==> src/rtl/hrq_pkg.sv <==
package hrq_pkg;

   typedef enum logic [1:0] {
      HRQ_OFF     = 2'b00,
      HRQ_FIRST   = 2'b01,
      HRQ_THRESH  = 2'b10,
      HRQ_OFF_ALT = 2'b11
   } hrq_mode_e;

   localparam int HRQ_NCHAN  = 2;
   localparam int HRQ_CH_RX  = 0;
   localparam int HRQ_CH_SP  = 1;

endpackage

==> src/rtl/hrq_mode_dec.sv <==
module hrq_mode_dec
   import hrq_pkg::*;
(
   input  logic [1:0] mode_sel,
   output logic       first_en,
   output logic       thresh_en
);

   hrq_mode_e mode;

   always_comb begin
      mode      = hrq_mode_e'(mode_sel);
      first_en  = 1'b0;
      thresh_en = 1'b0;
      unique case (mode)
         HRQ_FIRST:  first_en  = 1'b1;
         HRQ_THRESH: thresh_en = 1'b1;
         default: ;
      endcase
   end

endmodule

==> src/rtl/hrq_first_arm.sv <==
module hrq_first_arm (
   input  logic clk,
   input  logic rst_n,
   input  logic soft_rst,
   input  logic rearm,
   input  logic first_en,
   input  logic byte_rx,
   output logic fire
);

   logic armed_q;

   // a byte only consumes the arming in first-byte mode
   assign fire = first_en & byte_rx & armed_q;

   always_ff @(posedge clk or negedge rst_n) begin
      if (!rst_n)               armed_q <= 1'b1;
      else if (soft_rst | rearm) armed_q <= 1'b1;
      else if (fire)            armed_q <= 1'b0;
   end

endmodule

==> src/rtl/hrq_occ_cmp.sv <==
module hrq_occ_cmp #(
   parameter int OCC_W      = 4,
   parameter int THR_W      = 3,
   parameter bit REGISTERED = 1'b0
) (
   input  logic             clk,
   input  logic             rst_n,
   input  logic             thresh_en,
   input  logic [OCC_W-1:0] occupancy,
   input  logic [THR_W-1:0] thresh,
   output logic             over
);

   logic [OCC_W-1:0] thr_ext;
   logic             over_c;

   assign thr_ext = OCC_W'(thresh);
   assign over_c  = thresh_en & (occupancy > thr_ext);

   if (REGISTERED) begin : g_reg
      logic over_q;
      always_ff @(posedge clk or negedge rst_n) begin
         if (!rst_n) over_q <= 1'b0;
         else        over_q <= over_c;
      end
      assign over = over_q;
   end else begin : g_comb
      logic unused_clk;
      assign unused_clk = clk ^ rst_n;
      assign over = over_c;
   end

endmodule

==> src/rtl/hrq_pend_flag.sv <==
module hrq_pend_flag (
   input  logic clk,
   input  logic rst_n,
   input  logic soft_rst,
   input  logic set,
   input  logic clr,
   output logic q
);

   always_ff @(posedge clk or negedge rst_n) begin
      if (!rst_n)        q <= 1'b0;
      else if (soft_rst) q <= 1'b0;
      else if (set)      q <= 1'b1;
      else if (clr)      q <= 1'b0;
   end

endmodule

==> src/rtl/hdlc_rx_irq_qual.sv <==
module hdlc_rx_irq_qual
   import hrq_pkg::*;
#(
   parameter int DEPTH   = 8,
   parameter int OCC_W   = 4,
   parameter int THR_W   = 3,
   parameter bit CMP_REG = 1'b0
) (
   input  logic             clk,
   input  logic             rst_n,
   input  logic             soft_rst,
   input  logic [1:0]       mode_sel,
   input  logic [THR_W-1:0] thresh,
   input  logic [OCC_W-1:0] occupancy,
   input  logic             byte_rx,
   input  logic             sp_cond,
   input  logic             rearm,
   input  logic             clr_rx,
   input  logic             clr_sp,
   output logic             rx_irq,
   output logic             sp_irq
);

   localparam int OCC_MIN_W = $clog2(DEPTH + 1);

   if (OCC_W < OCC_MIN_W) begin : g_bad_occ
      $error("occupancy width too small for DEPTH");
   end
   if (THR_W > OCC_W) begin : g_bad_thr
      $error("threshold wider than occupancy");
   end

   logic first_en, thresh_en, fire, over, qual;
   logic [HRQ_NCHAN-1:0] set_v, clr_v, pend_v;

   hrq_mode_dec u_dec (
      .mode_sel  (mode_sel),
      .first_en  (first_en),
      .thresh_en (thresh_en)
   );

   hrq_first_arm u_arm (
      .clk      (clk),
      .rst_n    (rst_n),
      .soft_rst (soft_rst),
      .rearm    (rearm),
      .first_en (first_en),
      .byte_rx  (byte_rx),
      .fire     (fire)
   );

   hrq_occ_cmp #(
      .OCC_W      (OCC_W),
      .THR_W      (THR_W),
      .REGISTERED (CMP_REG)
   ) u_cmp (
      .clk       (clk),
      .rst_n     (rst_n),
      .thresh_en (thresh_en),
      .occupancy (occupancy),
      .thresh    (thresh),
      .over      (over)
   );

   assign qual = fire | over;

   assign set_v[HRQ_CH_RX] = qual;
   assign set_v[HRQ_CH_SP] = qual & sp_cond;
   assign clr_v[HRQ_CH_RX] = clr_rx;
   assign clr_v[HRQ_CH_SP] = clr_sp;

   for (genvar i = 0; i < HRQ_NCHAN; i++) begin : g_pend
      hrq_pend_flag u_flag (
         .clk      (clk),
         .rst_n    (rst_n),
         .soft_rst (soft_rst),
         .set      (set_v[i]),
         .clr      (clr_v[i]),
         .q        (pend_v[i])
      );
   end

   assign rx_irq = pend_v[HRQ_CH_RX];
   assign sp_irq = pend_v[HRQ_CH_SP];

endmodule

==> config.mk <==
export PLATFORM = sky130hd
export DESIGN_NAME = hdlc_rx_irq_qual
export DESIGN_NICKNAME = d
export VERILOG_FILES = /design/src/rtl/hrq_pkg.sv /design/src/rtl/hrq_mode_dec.sv /design/src/rtl/hrq_first_arm.sv /design/src/rtl/hrq_occ_cmp.sv /design/src/rtl/hrq_pend_flag.sv /design/src/rtl/hdlc_rx_irq_qual.sv
export SDC_FILE = /design/constraint.sdc
export NUM_CORES = 1
export LEC_CHECK = 0
export CELL_PAD_IN_SITES_DETAIL_PLACEMENT = 0
export CELL_PAD_IN_SITES_GLOBAL_PLACEMENT = 1
export CORE_AREA = 2 2 39 41
export DETAILED_ROUTE_END_ITERATION = 7
export DIE_AREA = 0 0 41 43
export DONT_BUFFER_PORTS = 1
export GPL_TIMING_DRIVEN = 0
export PLACE_DENSITY = 0.48
export SYNTH_ARGS = -nofsm -noshare
export SYNTH_HDL_FRONTEND = slang
export SYNTH_HIERARCHICAL = 1
export SYNTH_SLANG_ARGS = --single-unit
==> constraint.sdc <==
create_clock -name clk -period 1.4 [get_ports clk]
set_input_delay 0.14 -clock clk [delete_from_list [all_inputs] [get_ports clk]]
set_output_delay 0.14 -clock clk [all_outputs]
set_load 0.02 [all_outputs]
==> report_table.html <==
<table>
<tr><th>Metric</th><th>Value</th></tr>
<tr><th colspan="2">Global routing</th></tr>
<tr><td>Total routing resource utilization after global routing</td><td>~7.0%</td></tr>
<tr><td>Residual overflow from global routing</td><td>0</td></tr>
<tr><td>First-pass GRT wire length</td><td>between 700 and 800 µm</td></tr>
<tr><td>Antenna violations before repair</td><td>0</td></tr>
<tr><td>Vias in the first global route</td><td>around 230</td></tr>
<tr><td>Largest net degree at the start of global routing</td><td>4</td></tr>
<tr><th colspan="2">Logic synthesis</th></tr>
<tr><td>Ys flop type</td><td>dfrtp_1</td></tr>
<tr><td>Share of synthesized area occupied by flip-flops and latches</td><td>30.8%</td></tr>
<tr><td>Net Count, Synth</td><td>47</td></tr>
<tr><td>Number of synthesized register bits</td><td>3</td></tr>
<tr><td>Number of distinct library cell variants in the gate-level netlist after synthesis</td><td>16</td></tr>
<tr><td>Share of Yosys cell area claimed by the top area cell type</td><td>20.2%</td></tr>
<tr><td>Cell area after synthesis</td><td>about 250 µm²</td></tr>
<tr><td>Post-synth ARST share</td><td>100%</td></tr>
<tr><td>Synth Instances</td><td>27</td></tr>
<tr><td>Leading area contributor after synthesis</td><td>dfrtp_1</td></tr>
<tr><td>EDFF count, synth</td><td>0</td></tr>
<tr><td>Total of warnings raised by yosys</td><td>6</td></tr>
<tr><td>Mean cell area of the mapped netlist</td><td>9.18 µm²</td></tr>
<tr><td>Cell with the most instances after synthesis</td><td>inv_1</td></tr>
<tr><td>Commonest cells in the netlist</td><td>inv_1 (6), ha_1 (3)</td></tr>
<tr><td>Largest cells by area after synthesis</td><td>dfrtp_1 (20%), ha_1 (15%), dfstp_2 (11%), inv_1 (9.1%), a21oi_2 (7.1%)</td></tr>
<tr><th colspan="2">Floorplan</th></tr>
<tr><td>Placeable Area</td><td>1380 µm²</td></tr>
<tr><td>Die Span X</td><td>41 µm</td></tr>
<tr><td>Die Y</td><td>43 µm</td></tr>
<tr><td>Initial Util</td><td>17.9%</td></tr>
<tr><td>Full die area</td><td>1760 µm²</td></tr>
<tr><td>Io pins</td><td>19</td></tr>
<tr><td>Rows</td><td>14</td></tr>
<tr><th colspan="2">Power and ir drop</th></tr>
<tr><td>Cell-internal power</td><td>~0.22 mW</td></tr>
<tr><td>Leakage power of the design</td><td>0.149 nW</td></tr>
<tr><td>Reg power frac</td><td>between 30 and 40%</td></tr>
<tr><td>Logic pwr share</td><td>between 10% and 20%</td></tr>
<tr><td>Switching share of power</td><td>24.9%</td></tr>
<tr><td>Design Power</td><td>between 0.2 and 0.3 mW</td></tr>
<tr><td>Power density of the placed cells</td><td>between 900 and 1000 nW/µm²</td></tr>
<tr><td>Net Switching</td><td>~0.074 mW</td></tr>
<tr><td>Worst VDD drop</td><td>0.159 mV</td></tr>
<tr><td>Share of total power in the clock network</td><td>about half</td></tr>
<tr><th colspan="2">Setup path</th></tr>
<tr><td>Worst setup path category</td><td>in2reg</td></tr>
<tr><td>Worst Setup Start Kind</td><td>primary input</td></tr>
<tr><td>Cell depth of the worst flop-to-flop path</td><td>4</td></tr>
<tr><td>Endpoint class of the critical path</td><td>flip-flop</td></tr>
<tr><td>Cell occurring most often along the worst timing path</td><td>inv_1</td></tr>
<tr><td>Maximum fanout along the worst path</td><td>3</td></tr>
<tr><td>Worst EP required</td><td>1.56 ns</td></tr>
<tr><td>Cell-by-cell listing of the critical path</td><td>inv_1 -&gt; ha_1 -&gt; and4b_1 -&gt; a211oi_1 -&gt; o21a_1 -&gt; inv_1 -&gt; a21oi_2</td></tr>
<tr><td>Arr. time, crit path</td><td>1.26 ns</td></tr>
<tr><td>Largest stage delay, worst path</td><td>0.31 ns</td></tr>
<tr><td>Slowest cell on the critical path</td><td>ha_1</td></tr>
<tr><th colspan="2">Cells and area</th></tr>
<tr><td>Area delta synth-&gt;final</td><td>30.8%</td></tr>
<tr><td>NumNets Final</td><td>55</td></tr>
<tr><td>Non-filler cells, final</td><td>50</td></tr>
<tr><td>Number of diodes added for antenna fixing</td><td>0</td></tr>
<tr><td>Share of cells above drive strength 1</td><td>23.5%</td></tr>
<tr><td>Filler Cells Inserted</td><td>158</td></tr>
<tr><th colspan="2">STA</th></tr>
<tr><td>Achievable clock frequency</td><td>approximately 910 MHz</td></tr>
<tr><td>Number of endpoints failing setup at the final stage</td><td>0</td></tr>
<tr><td>Clock period minus final worst setup slack</td><td>1.10 ns</td></tr>
<tr><td>Hold WS</td><td>0.0139 ns</td></tr>
<tr><td>Final hold violation count</td><td>0</td></tr>
<tr><td>Setup TNS</td><td>0 ns</td></tr>
<tr><td>Final Max Slew Viols</td><td>0</td></tr>
<tr><td>Normalized max-slew margin</td><td>approximately 83%</td></tr>
<tr><td>Portion of the clock cycle consumed by the worst path in the final layout</td><td>78.3%</td></tr>
<tr><td>Transition time at the pin with the least slew margin</td><td>about 0.25 ns</td></tr>
<tr><td>Unrepaired setup endpoints after global routing</td><td>false</td></tr>
<tr><td>Skew final</td><td>~0.0012 ns</td></tr>
<tr><th colspan="2">Flow run</th></tr>
<tr><td>Count of max-cap constraint violations</td><td>0</td></tr>
<tr><th colspan="2">Clock network</th></tr>
<tr><td>Number of buffers added by the clock tree synthesis step</td><td>3</td></tr>
<tr><td>Worst-path clk slew</td><td>0.04 ns</td></tr>
<tr><td>Clock tree root buffer cell</td><td>clkbuf_4</td></tr>
<tr><td>H-tree depth</td><td>1</td></tr>
<tr><td>Clock Tree Buf Depth</td><td>2</td></tr>
<tr><td>Clock tree from TritonCTS</td><td>done</td></tr>
<tr><td>Post_cts resized</td><td>0</td></tr>
<tr><td>CTS sink count</td><td>3</td></tr>
<tr><td>Clk_lat worst skew</td><td>0.23 ns</td></tr>
<tr><th colspan="2">Placement</th></tr>
<tr><td>Cell Count Post-Placement</td><td>43</td></tr>
<tr><td>Placed wire-length estimate</td><td>~450 µm</td></tr>
<tr><td>RePlAce Congestion</td><td>0.518</td></tr>
<tr><td>Count of buffers inserted at the top-level ports</td><td>0</td></tr>
<tr><th colspan="2">Drt</th></tr>
<tr><td>Number of antenna-violating nets in the routed design</td><td>0</td></tr>
<tr><td>First-pass iteration count of the detailed router</td><td>1</td></tr>
<tr><td>Vias/cell</td><td>4.14</td></tr>
<tr><td>Sum of routed wire length over all layers</td><td>537 µm</td></tr>
<tr><td>Vias after detailed routing</td><td>207</td></tr>
<tr><td>Post-detailed-route DRC marker count</td><td>0</td></tr>
<tr><td>Wire length per cell</td><td>10.7 µm</td></tr>
<tr><td>1st-iter DRT viols</td><td>0</td></tr>
<tr><th colspan="2">Hold path</th></tr>
<tr><td>Hold Path Depth</td><td>1</td></tr>
<tr><td>Worst hold path class</td><td>in2reg</td></tr>
<tr><th colspan="2">Outcome</th></tr>
<tr><td>Outcome</td><td>complete, no violations</td></tr>
</table>
## critical path: cells and delay by family
kind / cells / cell delay [ns]
AO/OA/AOI/OAI: 3 / 0.53
adder cells (fa/ha/maj): 1 / 0.31
buffers and inverters: 2 / 0.07
AND/OR/NAND/NOR: 1 / 0.21
## layout make-up
cell class,count,area [µm²],area share [%]
well taps,16,20.0,6.18
multi-input cells,18,149,45.9
clock buffers,4,26.3,8.11
repair buffers,3,30.0,9.27
inverters,6,22.5,6.95
flip-flops and latches,3,76.3,23.6
## kinds of logic (layout without fill, tap and decap cells)
logic type,after synthesis,in the layout,share of synthesized area (%)
AND/OR/NAND/NOR,9,9,25.3
AO/OA/AOI/OAI,6,6,19.7
buffers and inverters,6,13,9.09
adder cells (fa/ha/maj),3,3,15.2
flip-flops,3,3,30.8
## stage by stage
stage | cell area (µm²) | worst slack [ns] | utilization (%)
floorplan | 248 | 0.162 | -
global placement | 268 | 0.0608 | 19.3
detailed placement | 268 | 0.0408 | 19.3
CTS | 314 | 0.280 | 22.7
global route | 324 | 0.177 | 23.4
finish | 324 | 0.304 | 23.4
## metal layers
metal	vias to the layer above	GRT usage (%)	wire [µm]
li1	105	-	-
met1	86	7.30	218
met2	16	9.38	233
met3	0	2.62	85
met4	0	8.00	0
met5	-	0	0
## worst paths after layout
| kind | startpoint | slack [ns] | end |
|---|---|---|---|
| min reg2reg | u_arm/armed_q$_DFFE_PN1P_ | 0.61 | u_arm/armed_q$_DFFE_PN1P_ |
| max | thresh[2] | 0.30 | g_pend[1].u_flag/q$_DFFE_PN0P_ |
| max in group asynchronous | rst_n | 1.01 | u_arm/armed_q$_DFFE_PN1P_ |
| min in group asynchronous | rst_n | 0.16 | g_pend[0].u_flag/q$_DFFE_PN0P_ |
| min | rearm | 0.01 | u_arm/armed_q$_DFFE_PN1P_ |
| max reg2reg | u_arm/armed_q$_DFFE_PN1P_ | 0.39 | g_pend[1].u_flag/q$_DFFE_PN0P_ |
## what timing repair did
item / 4_1_cts / 5_1_grt
setup endpoints to repair: 0 / 0
endpoints found under the hold margin: 5 / 1
hold buffers: 2 / 1
setup buffers: 0 / 0
## placed cells by master (no fill, tap or decap)
cell / synthesis / final
dfrtp_1: 2 / 2
nand2b_1: 2 / 2
dlygate4sd3_1: 0 / 3
inv_1: 6 / 6
ha_1: 3 / 3
o21a_1: 1 / 1
and2b_2: 1 / 1
or2_1: 1 / 1
a211o_1: 1 / 1
nor2b_1: 1 / 1
and4b_1: 1 / 1
and3_2: 1 / 1
clkbuf_4: 0 / 3
a21oi_2: 2 / 2
a211oi_1: 2 / 2
nand3b_1: 1 / 1
nand2_1: 1 / 1
dfstp_2: 1 / 1
clkbuf_1: 0 / 1
## power groups by stage
stage,combinational [mW],clock (mW),sequential (mW)
after CTS,0.0434,0.161,0.0991
after global placement,0.0333,0,0.100
after global routing,0.0507,0.175,0.0999
after floorplan,0.0300,0,0.0995
after detailed placement,0.0365,0,0.100
final,0.0445,0.155,0.0990
## sequential cells by signal (all words and copies together) (netlist names)
register and count:
g_pend.u_flag/q 2, u_arm/armed_q 1
(Power assumes the default switching activity.)
